===== src/rtl/fpx_pkg.sv =====
`timescale 1ns/1ps
package fpx_pkg;
  typedef enum logic [2:0] {
    CL_ZERO = 3'd0,
    CL_NORM = 3'd1,
    CL_INF  = 3'd2,
    CL_QNAN = 3'd3,
    CL_SNAN = 3'd4
  } fcls_e;

  typedef struct packed {
    logic  sgn;
    fcls_e cls;
  } fopnd_t;

  typedef enum logic [3:0] {
    OP_ADD  = 4'd0,
    OP_SUB  = 4'd1,
    OP_MUL  = 4'd2,
    OP_DIV  = 4'd3,
    OP_RSQ  = 4'd4,
    OP_FMA  = 4'd5,
    OP_FMS  = 4'd6,
    OP_FNMA = 4'd7,
    OP_FNMS = 4'd8
  } fop_e;

  typedef enum logic [1:0] {
    RK_CORE = 2'd0,
    RK_QNAN = 2'd1,
    RK_ZERO = 2'd2,
    RK_INF  = 2'd3
  } rkind_e;

  localparam int NEXC = 5;
  localparam int XV = 4;
  localparam int XZ = 3;
  localparam int XO = 2;
  localparam int XU = 1;
  localparam int XI = 0;
endpackage


===== src/rtl/fpx_classify.sv =====
`timescale 1ns/1ps
module fpx_classify
  import fpx_pkg::*;
#(
  parameter int EXP_W = 8,
  parameter int MAN_W = 23
) (
  input  logic [EXP_W+MAN_W:0] word,
  output fopnd_t               info
);
  function automatic fcls_e cls_of(input logic [EXP_W-1:0] e, input logic [MAN_W-1:0] f);
    if (e == '0) return CL_ZERO;
    if (e != '1) return CL_NORM;
    if (f == '0) return CL_INF;
    return f[MAN_W-1] ? CL_QNAN : CL_SNAN;
  endfunction

  assign info.sgn = word[EXP_W+MAN_W];
  assign info.cls = cls_of(word[EXP_W+MAN_W-1:MAN_W], word[MAN_W-1:0]);
endmodule


===== src/rtl/fpx_screen.sv =====
`timescale 1ns/1ps
module fpx_screen
  import fpx_pkg::*;
(
  input  fop_e   op,
  input  fopnd_t oa,
  input  fopnd_t ob,
  input  fopnd_t oc,
  output logic   invalid,
  output logic   div_zero,
  output logic   rsq_zero,
  output logic   rsq_direct,
  output rkind_e rsq_kind
);
  function automatic logic is_nan(input fopnd_t x);
    return (x.cls == CL_QNAN) || (x.cls == CL_SNAN);
  endfunction

  logic any_snan2, any_snan3, inf_x_zero, prod_inf, prod_sgn, cancel;

  always_comb begin
    any_snan2  = (oa.cls == CL_SNAN) || (ob.cls == CL_SNAN);
    any_snan3  = any_snan2 || (oc.cls == CL_SNAN);
    inf_x_zero = ((oa.cls == CL_INF) && (ob.cls == CL_ZERO)) ||
                 ((oa.cls == CL_ZERO) && (ob.cls == CL_INF));
    prod_inf   = ((oa.cls == CL_INF) || (ob.cls == CL_INF)) && !is_nan(oa) && !is_nan(ob);
    prod_sgn   = oa.sgn ^ ob.sgn;
    cancel     = 1'b0;
    if (prod_inf && (oc.cls == CL_INF)) begin
      unique case (op)
        OP_FMA, OP_FNMS: cancel = (prod_sgn != oc.sgn);
        OP_FMS, OP_FNMA: cancel = (prod_sgn == oc.sgn);
        default:         cancel = 1'b0;
      endcase
    end

    invalid    = 1'b0;
    div_zero   = 1'b0;
    rsq_zero   = 1'b0;
    rsq_direct = 1'b0;
    rsq_kind   = RK_CORE;
    unique case (op)
      OP_ADD: invalid = any_snan2 || ((oa.cls == CL_INF) && (ob.cls == CL_INF) && (oa.sgn != ob.sgn));
      OP_SUB: invalid = any_snan2 || ((oa.cls == CL_INF) && (ob.cls == CL_INF) && (oa.sgn == ob.sgn));
      OP_MUL: invalid = any_snan2 || inf_x_zero;
      OP_DIV: begin
        invalid  = any_snan2 || ((oa.cls == CL_INF) && (ob.cls == CL_INF)) ||
                   ((oa.cls == CL_ZERO) && (ob.cls == CL_ZERO));
        div_zero = (oa.cls == CL_NORM) && (ob.cls == CL_ZERO);
      end
      OP_RSQ: begin
        invalid  = (oa.cls == CL_SNAN) || (oa.sgn && ((oa.cls == CL_NORM) || (oa.cls == CL_INF)));
        rsq_zero = (oa.cls == CL_ZERO);
        if (oa.cls == CL_QNAN) begin
          rsq_direct = 1'b1;
          rsq_kind   = RK_QNAN;
        end else if ((oa.cls == CL_INF) && !oa.sgn) begin
          rsq_direct = 1'b1;
          rsq_kind   = RK_ZERO;
        end
      end
      OP_FMA, OP_FMS, OP_FNMA, OP_FNMS: invalid = any_snan3 || inf_x_zero || cancel;
      default: invalid = 1'b0;
    endcase
  end
endmodule


===== src/rtl/fpx_fold.sv =====
`timescale 1ns/1ps
module fpx_fold
  import fpx_pkg::*;
(
  input  logic [NEXC-1:0] en,
  input  logic            ovf,
  input  logic            unf,
  input  logic            inx,
  output logic [NEXC-1:0] fcause,
  output logic            pass
);
  always_comb begin
    fcause = '0;
    pass   = 1'b1;
    if (ovf && en[XO]) begin
      fcause[XO] = 1'b1;
      pass       = 1'b0;
    end else if (unf && en[XU]) begin
      fcause[XU] = 1'b1;
      pass       = 1'b0;
    end else if (inx && en[XI]) begin
      fcause[XI] = 1'b1;
      pass       = 1'b0;
    end
  end
endmodule


===== src/rtl/fpx_gate.sv =====
`timescale 1ns/1ps
module fpx_gate
  import fpx_pkg::*;
#(
  parameter int EXP_W = 8,
  parameter int MAN_W = 23
) (
  input  logic                    clk,
  input  logic                    rst_n,
  input  logic                    op_valid,
  input  logic [3:0]              op_code,
  input  logic [EXP_W+MAN_W:0]    opnd_a,
  input  logic [EXP_W+MAN_W:0]    opnd_b,
  input  logic [EXP_W+MAN_W:0]    opnd_c,
  input  logic                    core_ovf,
  input  logic                    core_unf,
  input  logic                    core_inx,
  input  logic                    en_load,
  input  logic [4:0]              en_value,
  output logic [4:0]              enables,
  output logic [4:0]              cause,
  output logic                    res_we,
  output logic [1:0]              res_kind,
  output logic                    res_sign,
  output logic                    trap_req
);
  localparam int W     = EXP_W + MAN_W + 1;
  localparam int NOPND = 3;

  logic [NOPND-1:0][W-1:0] words;
  fopnd_t                  info [NOPND];
  assign words = {opnd_c, opnd_b, opnd_a};

  for (genvar g = 0; g < NOPND; g++) begin : g_cls
    fpx_classify #(.EXP_W(EXP_W), .MAN_W(MAN_W)) u_cls (
      .word(words[g]),
      .info(info[g])
    );
  end

  fop_e op;
  assign op = fop_e'(op_code);

  logic   flag_invalid, flag_divz, flag_rsqz, flag_rsqd;
  rkind_e rsq_kind;
  fpx_screen u_screen (
    .op        (op),
    .oa        (info[0]),
    .ob        (info[1]),
    .oc        (info[2]),
    .invalid   (flag_invalid),
    .div_zero  (flag_divz),
    .rsq_zero  (flag_rsqz),
    .rsq_direct(flag_rsqd),
    .rsq_kind  (rsq_kind)
  );

  logic [NEXC-1:0] fold_cause;
  logic            fold_pass;
  fpx_fold u_fold (
    .en    (enables),
    .ovf   (core_ovf),
    .unf   (core_unf),
    .inx   (core_inx),
    .fcause(fold_cause),
    .pass  (fold_pass)
  );

  logic [NEXC-1:0] nxt_cause;
  logic            nxt_we, nxt_sign;
  rkind_e          nxt_kind;

  always_comb begin
    nxt_cause = '0;
    nxt_we    = 1'b0;
    nxt_kind  = RK_CORE;
    nxt_sign  = 1'b0;
    if (flag_invalid) begin
      if (enables[XV]) nxt_cause[XV] = 1'b1;
      else begin
        nxt_we   = 1'b1;
        nxt_kind = RK_QNAN;
      end
    end else if (flag_divz && enables[XZ]) begin
      nxt_cause[XZ] = 1'b1;
    end else if (flag_rsqz) begin
      if (enables[XZ]) nxt_cause[XZ] = 1'b1;
      else begin
        nxt_we   = 1'b1;
        nxt_kind = RK_INF;
        nxt_sign = info[0].sgn;
      end
    end else if (flag_rsqd) begin
      nxt_we   = 1'b1;
      nxt_kind = rsq_kind;
    end else begin
      nxt_cause = fold_cause;
      nxt_we    = fold_pass;
    end
  end

  always_ff @(posedge clk) begin
    if (!rst_n) begin
      enables  <= '0;
      cause    <= '0;
      res_we   <= 1'b0;
      res_kind <= RK_CORE;
      res_sign <= 1'b0;
      trap_req <= 1'b0;
    end else begin
      if (en_load) enables <= en_value;
      res_we <= op_valid && nxt_we;
      if (op_valid) begin
        cause    <= nxt_cause;
        res_kind <= nxt_kind;
        res_sign <= nxt_sign;
        trap_req <= |nxt_cause;
      end
    end
  end
endmodule


===== config.mk =====
export PLATFORM = sky130hd
export DESIGN_NAME = fpx_gate
export DESIGN_NICKNAME = d
export VERILOG_FILES = /design/src/rtl/fpx_pkg.sv /design/src/rtl/fpx_classify.sv /design/src/rtl/fpx_screen.sv /design/src/rtl/fpx_fold.sv /design/src/rtl/fpx_gate.sv
export SDC_FILE = /design/constraint.sdc
export NUM_CORES = 1
export LEC_CHECK = 0
export BUFFER_PORTS_ARGS = -buffer_cell sky130_fd_sc_hd__buf_2
export CAP_MARGIN = 20
export CORE_ASPECT_RATIO = 1.2
export CORE_MARGIN = 2
export CORE_UTILIZATION = 36
export DETAILED_ROUTE_END_ITERATION = 8
export PLACE_DENSITY = 0.77
export SLEW_MARGIN = 20
export SYNTH_ARGS = -nofsm -noshare
export SYNTH_HDL_FRONTEND = slang
export SYNTH_HIERARCHICAL = 1
export SYNTH_SLANG_ARGS = --single-unit
export TNS_END_PERCENT = 5

===== constraint.sdc =====
create_clock -name clk -period 2.9 [get_ports clk]
set_input_delay 0.58 -clock clk [delete_from_list [all_inputs] [get_ports clk]]
set_output_delay 0.58 -clock clk [all_outputs]
set_load 0.03 [all_outputs]

==> results of run 1 <==
tightest hold or removal path, stage by stage, from the launching register on:
cell      delay [ns]
dfxtp_1         0.30
nand2b_1        0.06
a21boi_0        0.06
cell families after synthesis:
kind of cell	share of synthesized area [%]
flops	18.5
compound gates	22.6
mux	5.02
other cells	0.231
buf+inv	4.48
simple gates	47.0
xor+xnor	2.09
metal layers:
layer | share of wire (%) | track usage (%) | up-vias
met5 | 0 | 0 | -
met4 | 1.4 | 6.25 | 0
met3 | 6.1 | 2.17 | 9
met2 | 56 | 36.7 | 98
met1 | 37 | 18.7 | 934
li1 | - | - | 1040
where the power goes:
group | internal [mW] | switching, mW | total (mW)
sequential | 0.216 | 0.00728 | 0.223
combinational | 0.103 | 0.111 | 0.214
clock | 0.0972 | 0.0670 | 0.164
total | 0.416 | 0.185 | 0.601
per-stage QoR:
| stage | instances | worst slack [ns] |
|---|---|---|
| floorplan | 195 | 0.0409 |
| global placement | 383 | -0.134 |
| detailed placement | 383 | -0.150 |
| CTS | 387 | 0.0788 |
| global route | 390 | -0.0591 |
| finish | 390 | 0.154 |
cells in the final DEF (no fill, tap or decap), types with 3 or more instances in the layout:
master	count
o21ai_0	7
dfxtp_1	15
nand3_1	10
nor3_1	3
a21boi_0	4
nor4_4	10
nor2_1	12
and4_1	8
a21boi_1	3
a31oi_1	4
inv_1	4
clkbuf_8	3
o21ai_1	4
buf_2	126
nand2_1	14
nand2b_1	8
buf_4	19
nor4_1	7
a21oi_1	4
nor4_2	5
nand4_1	8
mux2i_1	7
nor2b_1	8
registers in the layout, summed over array words and instances (netlist names):
| name | flops |
|---|---|
| cause | 5 |
| res_kind | 2 |
| trap_req | 1 |
| enables | 5 |
| res_we | 1 |
| res_sign | 1 |
cell type report:
cell class,instances,area (um^2)
Clock buffer,4,45.0
Tap cell,56,70.1
Sequential cell,15,300
Timing Repair Buffer,145,773
Fill cell,415,1740
Multi-Input combinational cell,166,1360
Inverter,4,15.0
worst max-delay path by stage:
stage               startpoint        to  cells after the start
floorplan            opnd_b[6]  trap_req                     12
global placement    opnd_a[29]  trap_req                     12
detailed placement  opnd_a[29]  cause[0]                     12
CTS                 opnd_a[29]  cause[0]                     12
global route        opnd_b[29]  cause[2]                     13
finish              opnd_a[14]  cause[1]                     12
timing repair:
item / 4_1_cts / 5_1_grt
endpoints found under the setup margin: 0 / 10
setup buffers: 0 / 3
resized for setup: 0 / 17
==> metrics.txt, run 1 <==
Worst-path clk slew 0.05 ns; Synth cell types 51; total design power 601 uW; EDFF count, synth 0; TritonCTS clock tree done; initial antenna violation count 0; FF+latch count, synth 15; H-tree depth 1; GR Overflow Total 0; antenna cells 0; top_reg_cell synth dfxtp_1; design area 0.00256 mm^2; initial DRC count between 80 and 90; r2r setup slk between 1.5 and 2 ns; final setup vio count 0; Die Wd 65.2 um; WL final 4.81 mm; WP buf/inv 1; site row count 26; Slowest-stage cell, CP a2111oi_4; Placed Area 0.00239 mm^2; Post-Syn Area 0.00162 mm^2; Clock Skew 0.00114 ns; Worst path max stage delay between 0.4 and 0.5 ns; initial core utilization 37.7%; Final Hold Fails 0; CP max FO 6; Post-DRT Antenna Nets 0; Yosys top cell by area dfxtp_1; Synth top cells by count 15 x dfxtp_1, 14 x nand2_1, 13 x nor2_1, 10 x nand3_1; Post-CTS Hold Buffers 0; vias in the first global route ~2000; Hold Crit Depth 2; sequential area share after synthesis 18.5%; die footprint 0.00506 mm^2; Synth top area share 18.5%; CP Launch Type primary input; # clock sinks 15; I/O pin count 127; port bufs between 100 and 150; CP Data Required Time slightly above 3 ns; hold_sp res_sign; die boundary height 77.5 um; shortest period the worst path allows 2.75 ns; r2r startpoint enables[2]; Residual DRC 0; post-route setup TNS 0 ns; Hold WS around 0.47 ns; MaxCap Viol Count 0; share of post-route cells with drive strength above 1 between 50% and 60%; Hold Crit Class reg2reg; reg2reg path depth 4; Core Area approximately 0.0043 mm^2; CTS max path bufs 2; Max Slew Vio Count 0; Detailed Routing Iterations Pass 1 4; Avg Cell Area, Syn 8.35 um^2; VDD IR max 0.000143 V; top area cells in the synthesized netlist dfxtp_1 19%, nor4_4 7.9%, nor4_2 6.9%; RSZ-0062 raised after global routing yes; synth warn 6; clk_lat worst skew 0.25 ns; cells after synthesis 194; Worst Setup End Kind flop; Worst Hold Endpoint res_sign; r2r endpoint trap_req; vias per std cell between 5 and 6; Util after Layout 59.6%; Pleak approximately 1.1 nW; CP cell instances buf_2 -> nor4_4 -> and4_4 -> a311oi_4 -> nand2b_1 -> a21boi_1 -> o22ai_1 -> a32oi_2 -> o311ai_4 -> a2111oi_4 -> nand3_1 -> a21boi_0; outcome finished, final reports clean; HPWL Detailed 4.13 mm; Layout area overhead 57.9%; Worst EP arrival 2.92 ns; fmax between 300 and 400 MHz; pin count of the biggest net entering global routing 19; Tcrit/Tclk final 94.7%; first-pass GRT wire length 7.74 mm; CTS Buf Count 3; GP Congestion 0.858; top-count cell post-synth dfxtp_1; Total GRT Usage 18.3%; vias post-DR 2081; Root Driver clkbuf_8; Avg WL per Cell 12.3 um; Final nets 447; PwrDens 235 mW/mm^2; Post-synth ARST share 0%; Worst path top cell family by delay compound AO/OA/AOI/OAI gates; crit path kind in2reg
Power figures use the tool's default switching activity.
==> run 2: changes to the inputs <==
- CORE_UTILIZATION: 36 -> 40
- PLACE_DENSITY: 0.77 -> 0.81
- clock period: 2.9 -> 3 ns (I/O delays scaled with it)
==> run 2 against run 1 <==
Routed wire length is 2.4% lower. First-iteration DRC count is 44% higher. Final area fell by 0.49%. Cell count rose by 0.51%. Total power shrank 3.5%. Worst setup slack improved by 0.035 ns. Largest power group unchanged. Sequential share of layout area up 0.058 points. Critical path depth up 1. Critical endpoint is now res_kind[0]. Hold slack better by 0.00080 ns. Clock power about the same. Via count decreased by 0.86%. Combinational power decreased by 5%.
==> metrics.txt, run 2 (synthesis results as in run 1) <==
area of the multi-input gates 0.00132 mm^2; Regs by FF count cause: 5 flops, enables: 5 flops, res_kind: 2 flops; relative slew slack 65.9%; Avg WL per Cell 12.0 um; Worst EP arrival 2.99 ns; I/O pin count between 100 and 150; VDD IR max 0.000138 V; Layout Cells excl Fill between 300 and 400; antenna cells 0; die boundary height 73.7 um; Worst Setup End Kind flop; port bufs 126; H-tree depth 1; Tcrit/Tclk final 93.7%; CP cell instances buf_2 -> nor4_4 -> and4_1 -> a311oi_2 -> buf_4 -> nand2b_1 -> a21boi_1 -> o22ai_1 -> a32oi_2 -> o311ai_4 -> buf_4 -> or3_1 -> a31oi_1; Core Area 0.00391 mm^2; Final nets 451; Hold Crit Class reg2reg; Worst-path clk slew roughly 0.05 ns; vias per std cell 5.26; Worst-Margin Slew between 0.5 and 0.6 ns; vias in the first global route 1916; Post-DRT Antenna Nets 0; Pleak roughly 1.2 nW; r2r setup slk 1.81 ns; CTS max path bufs 2; share of post-route cells with drive strength above 1 a little over half; final setup vio count 0; Root Driver clkbuf_8; initial antenna violation count 0; Final Hold Fails 0; initial DRC count 117; pin count of the biggest net entering global routing 19; Post-CTS Hold Buffers 0; CTS Buf Count 3; most frequent cells in the layout 126 x buf_2, 23 x buf_4, 15 x dfxtp_1; Die Wd 62.1 um; HPWL Detailed between 4 and 5 mm; fmax between 300 and 400 MHz; site row count 25; fill count 341; Worst path top cell family by delay simple AND/OR/NAND/NOR gates; Slowest-stage cell, CP or3_1; shortest period the worst path allows 2.81 ns; Residual DRC 0; Layout area overhead 57.1%; most used cell, CP buf_4; FF+latch area roughly 300 um^2; vias post-DR about 2100; Max Slew Vio Count 0; CP max FO 5; Worst path max stage delay 0.36 ns; CP Launch Type primary input; PwrDens 228 mW/mm^2; GR Overflow Total 0; RSZ-0062 raised after global routing no; TritonCTS clock tree done; Cells after DPL 387; CP Data Required Time 3.18 ns; crit path kind in2reg; GP Congestion 0.845; Detailed Routing Iterations Pass 1 4; die footprint 0.00458 mm^2; first-pass GRT wire length 7.56 mm; Total GRT Usage 19.5%; outcome finished, final reports clean; initial core utilization 41.4%; most common cell after layout, fill and taps aside buf_2; Util after Layout between 60% and 70%; clk_lat worst skew 0.25 ns; Clock Skew 0.00364 ns; MaxCap Viol Count 0; WL final approximately 4.7 mm; # clock sinks 15; WP buf/inv 3
[run 2: cell types whose count changed in the layout (fill, tap and decap cells not counted), sizes merged]
| cell | change |
|---|---|
| buf | +4 |
[run 2: worst paths after layout]
path	start	to	cells after the start
setup / recovery	opnd_a[18]	res_kind[0]	13
hold reg to reg	res_sign	res_sign	2
setup reg to reg	enables[2]	trap_req	4
hold / removal	res_sign	res_sign	2
[run 2: through the flow]
stage | worst slack (ns) | area (um^2) | power [mW] | TNS, ns | hold slack (ns)
after floorplan | 0.0256 | 1620 | 0.305 | 0 | 0.600
after global placement | -0.132 | 2430 | 0.410 | -0.656 | 0.463
after detailed placement | -0.257 | 2430 | 0.415 | -1.58 | 0.468
after CTS | 0.0137 | 2470 | 0.575 | 0 | 0.476
after global routing | 0.0235 | 2550 | 0.613 | 0 | 0.521
final | 0.189 | 2550 | 0.580 | 0 | 0.471
[run 2: cell type report]
cell class,instances,share of cell area (%)
well taps,54,2.65
clock buffers,4,1.77
flip-flops and latches,15,11.8
inverters,4,0.590
repair buffers,149,31.5
multi-input cells,166,51.6
[run 2: metal layers]
metal / wire length (um) / track usage (%) / vias up
met4: 46 / 6.42 / 0
met1: 1710 / 20.7 / 922
met5: 0 / 0 / -
met2: 2640 / 39.3 / 87
met3: 286 / 3.22 / 6
li1: - / - / 1048
[run 2: timing repair]
item / CTS / global route
gates resized for setup: 0 / 9
buffers inserted: 0 / 1
setup endpoints to repair: 1 / 9
pin swaps: 1 / 1
[run 2: worst min-delay path, delay by kind of cell, from the launching register on]
family | cells | cell delay, ns
flops | 1 | 0.30
compound gates | 1 | 0.06
simple gates | 1 | 0.06
[run 2: power breakdown]
group | switching [mW] | internal [mW]
registers | 0.00631 | 0.209
clock network | 0.0675 | 0.0941
logic | 0.105 | 0.0982
==> run 3: changes to the inputs <==
- BUFFER_PORTS_ARGS: -buffer_cell sky130_fd_sc_hd__buf_2 -> not set
- CORE_UTILIZATION: 40 -> 50
- DONT_BUFFER_PORTS: not set -> 1
- MAX_ROUTING_LAYER: not set -> met4
- PLACE_DENSITY: 0.81 -> not set
==> run 3 against run 2 <==
Sequential cell count is the same. Register-to-register slack lost 0.34 ns. Routed wire length shrank 16%. Sequential power grew 9.3%. First-iteration DRC count down 60%. Final area decreased by 32%.
==> metrics.txt, run 3 (synthesis results as in run 1) <==
RSZ-0062 raised after global routing yes; Core Area slightly above 0.003 mm^2; CTS Buf Count 3; Final nets 311; initial DRC count 47; CP Data Required Time 3.21 ns; vias per std cell 6.82; most common cell after layout, fill and taps aside dfxtp_1; # Post-CTS Setup Buffers 0; GP Congestion 0.873; HPWL Detailed 3.42 mm; CP Launch Type primary input; Max Slew Vio Count 0; design area 0.00173 mm^2; Net Sw Frac 28.1%; VDD IR max 0.000224 V; Worst path top cell family by delay compound AO/OA/AOI/OAI gates; MaxCap Viol Count 0; fmax 351 MHz; Final Hold Fails 0; Root Driver clkbuf_4; TritonCTS clock tree done; antenna cells 0; CTS max path bufs 2; vias post-DR 1597; die footprint 0.00371 mm^2; CP cell instances and4_1 -> nand2_1 -> a2bb2oi_1 -> nor2_1 -> buf_4 -> a31oi_1 -> o32ai_1 -> o221ai_1 -> o311ai_2 -> a2111oi_4 -> o41ai_1 -> a31oi_1; P_int 299 uW; vias in the first global route 1621; Hold WS 0.421 ns; Hold Crit Class in2reg; Worst Setup End Kind flop; WP buf/inv 1; site row count 22; Detailed Routing Iterations Pass 1 4; Layout area overhead 6.64%; PwrDens 241 mW/mm^2; CP max FO 5; most frequent cells in the layout 15 x dfxtp_1, 14 x nand2_1, 13 x nor2_1; WL final 3.94 mm; Reg power frac 56.4%; Die Wd 56.0 um; outcome finished, final reports clean; H-tree depth 1; Pleak 0.522 nW; crit path kind in2reg; Residual DRC 0; Regs by FF count cause: 5 flops, enables: 5 flops, res_kind: 2 flops; I/O pin count 127; Worst-path clk slew around 0.080 ns; part of the power in combinational logic 16.9%; most used cell, CP a31oi_1; first-pass GRT wire length 6.35 mm; final setup vio count 0; Final WS setup approximately 0.15 ns; pin count of the biggest net entering global routing 19; # clock sinks 15; Place WS -0.220 ns; share of post-route cells with drive strength above 1 19.7%; Worst path max stage delay 0.44 ns; die boundary height 66.4 um; Slowest-stage cell, CP a2111oi_4; Avg WL per Cell 16.8 um; port bufs 0; Total GRT Usage 21.2%; Tcrit/Tclk final 94.9%; Switch Pwr 117 uW; Clock Skew 0.00282 ns; Placed Area ~0.0017 mm^2; clock power share 26.7%; clk_lat worst skew 0.28 ns; Post-DRT Antenna Nets 0; relative slew slack about two thirds; initial antenna violation count 0; Worst EP arrival about 3 ns; Worst-Margin Slew 0.512 ns; shortest period the worst path allows 2.85 ns; initial core utilization 52.6%; GR Overflow Total 0
-- run 3: cell type report --
cell class                 instances  area [um^2]
timing repair buffer               9         67.6
inverter                           4         15.0
multi-input combinational        166         1270
sequential                        15          300
fill                             288         1360
clock buffer                       4         26.3
tap                               36         45.0
-- run 3: worst register-to-register path: stages, from the launching register on --
cell,delay [ns]
dfxtp_1,0.55
a22o_1,0.25
nor2_1,0.07
o41ai_1,0.40
a31oi_1,0.13
-- run 3: power groups by stage --
stage                     registers [mW]  clock network, mW  logic (mW)
after floorplan                    0.237                  0      0.0678
after global routing               0.236              0.120      0.0771
after global placement             0.240                  0      0.0656
after detailed placement           0.240                  0      0.0685
after CTS                          0.235              0.112      0.0690
final                              0.235              0.111      0.0701
-- run 3: routing by layer --
| metal | GRT usage [%] | vias to the layer above | share of wire, % |
|---|---|---|---|
| met4 | 7.14 | 0 | 1.1 |
| met2 | 43.4 | 85 | 59 |
| met3 | 2.54 | 6 | 7.4 |
| li1 | - | 768 | - |
| met5 | - | - | 0 |
| met1 | 20.3 | 738 | 33 |
-- run 3: per-stage QoR --
| step | power, mW | std cells | util, % | setup TNS, ns |
|---|---|---|---|---|
| finish | 0.416 | 234 | 56.0 | 0 |
| global route | 0.433 | 234 | 56.0 | -0.264 |
| CTS | 0.415 | 234 | 55.3 | 0 |
| detailed placement | 0.308 | 230 | 54.5 | -1.24 |
| global placement | 0.305 | 230 | 54.5 | -0.406 |
| floorplan | 0.305 | 195 | - | 0 |
-- run 3: worst paths after layout --
path	startpoint	end	slack, ns	depth (start not counted)
setup / recovery	opnd_a[29]	trap_req	0.15	12
hold / removal	op_valid	res_kind[0]	0.42	1
setup reg to reg	enables[2]	trap_req	1.47	4
hold reg to reg	cause[1]	cause[1]	0.64	2
-- run 3: repair_timing --
| item | in CTS | in global routing |
|---|---|---|
| endpoints found under the setup margin | 0 | 10 |
| resized for setup | 0 | 3 |
| hold buffers | 0 | 0 |
| endpoints found under the hold margin | 0 | 0 |
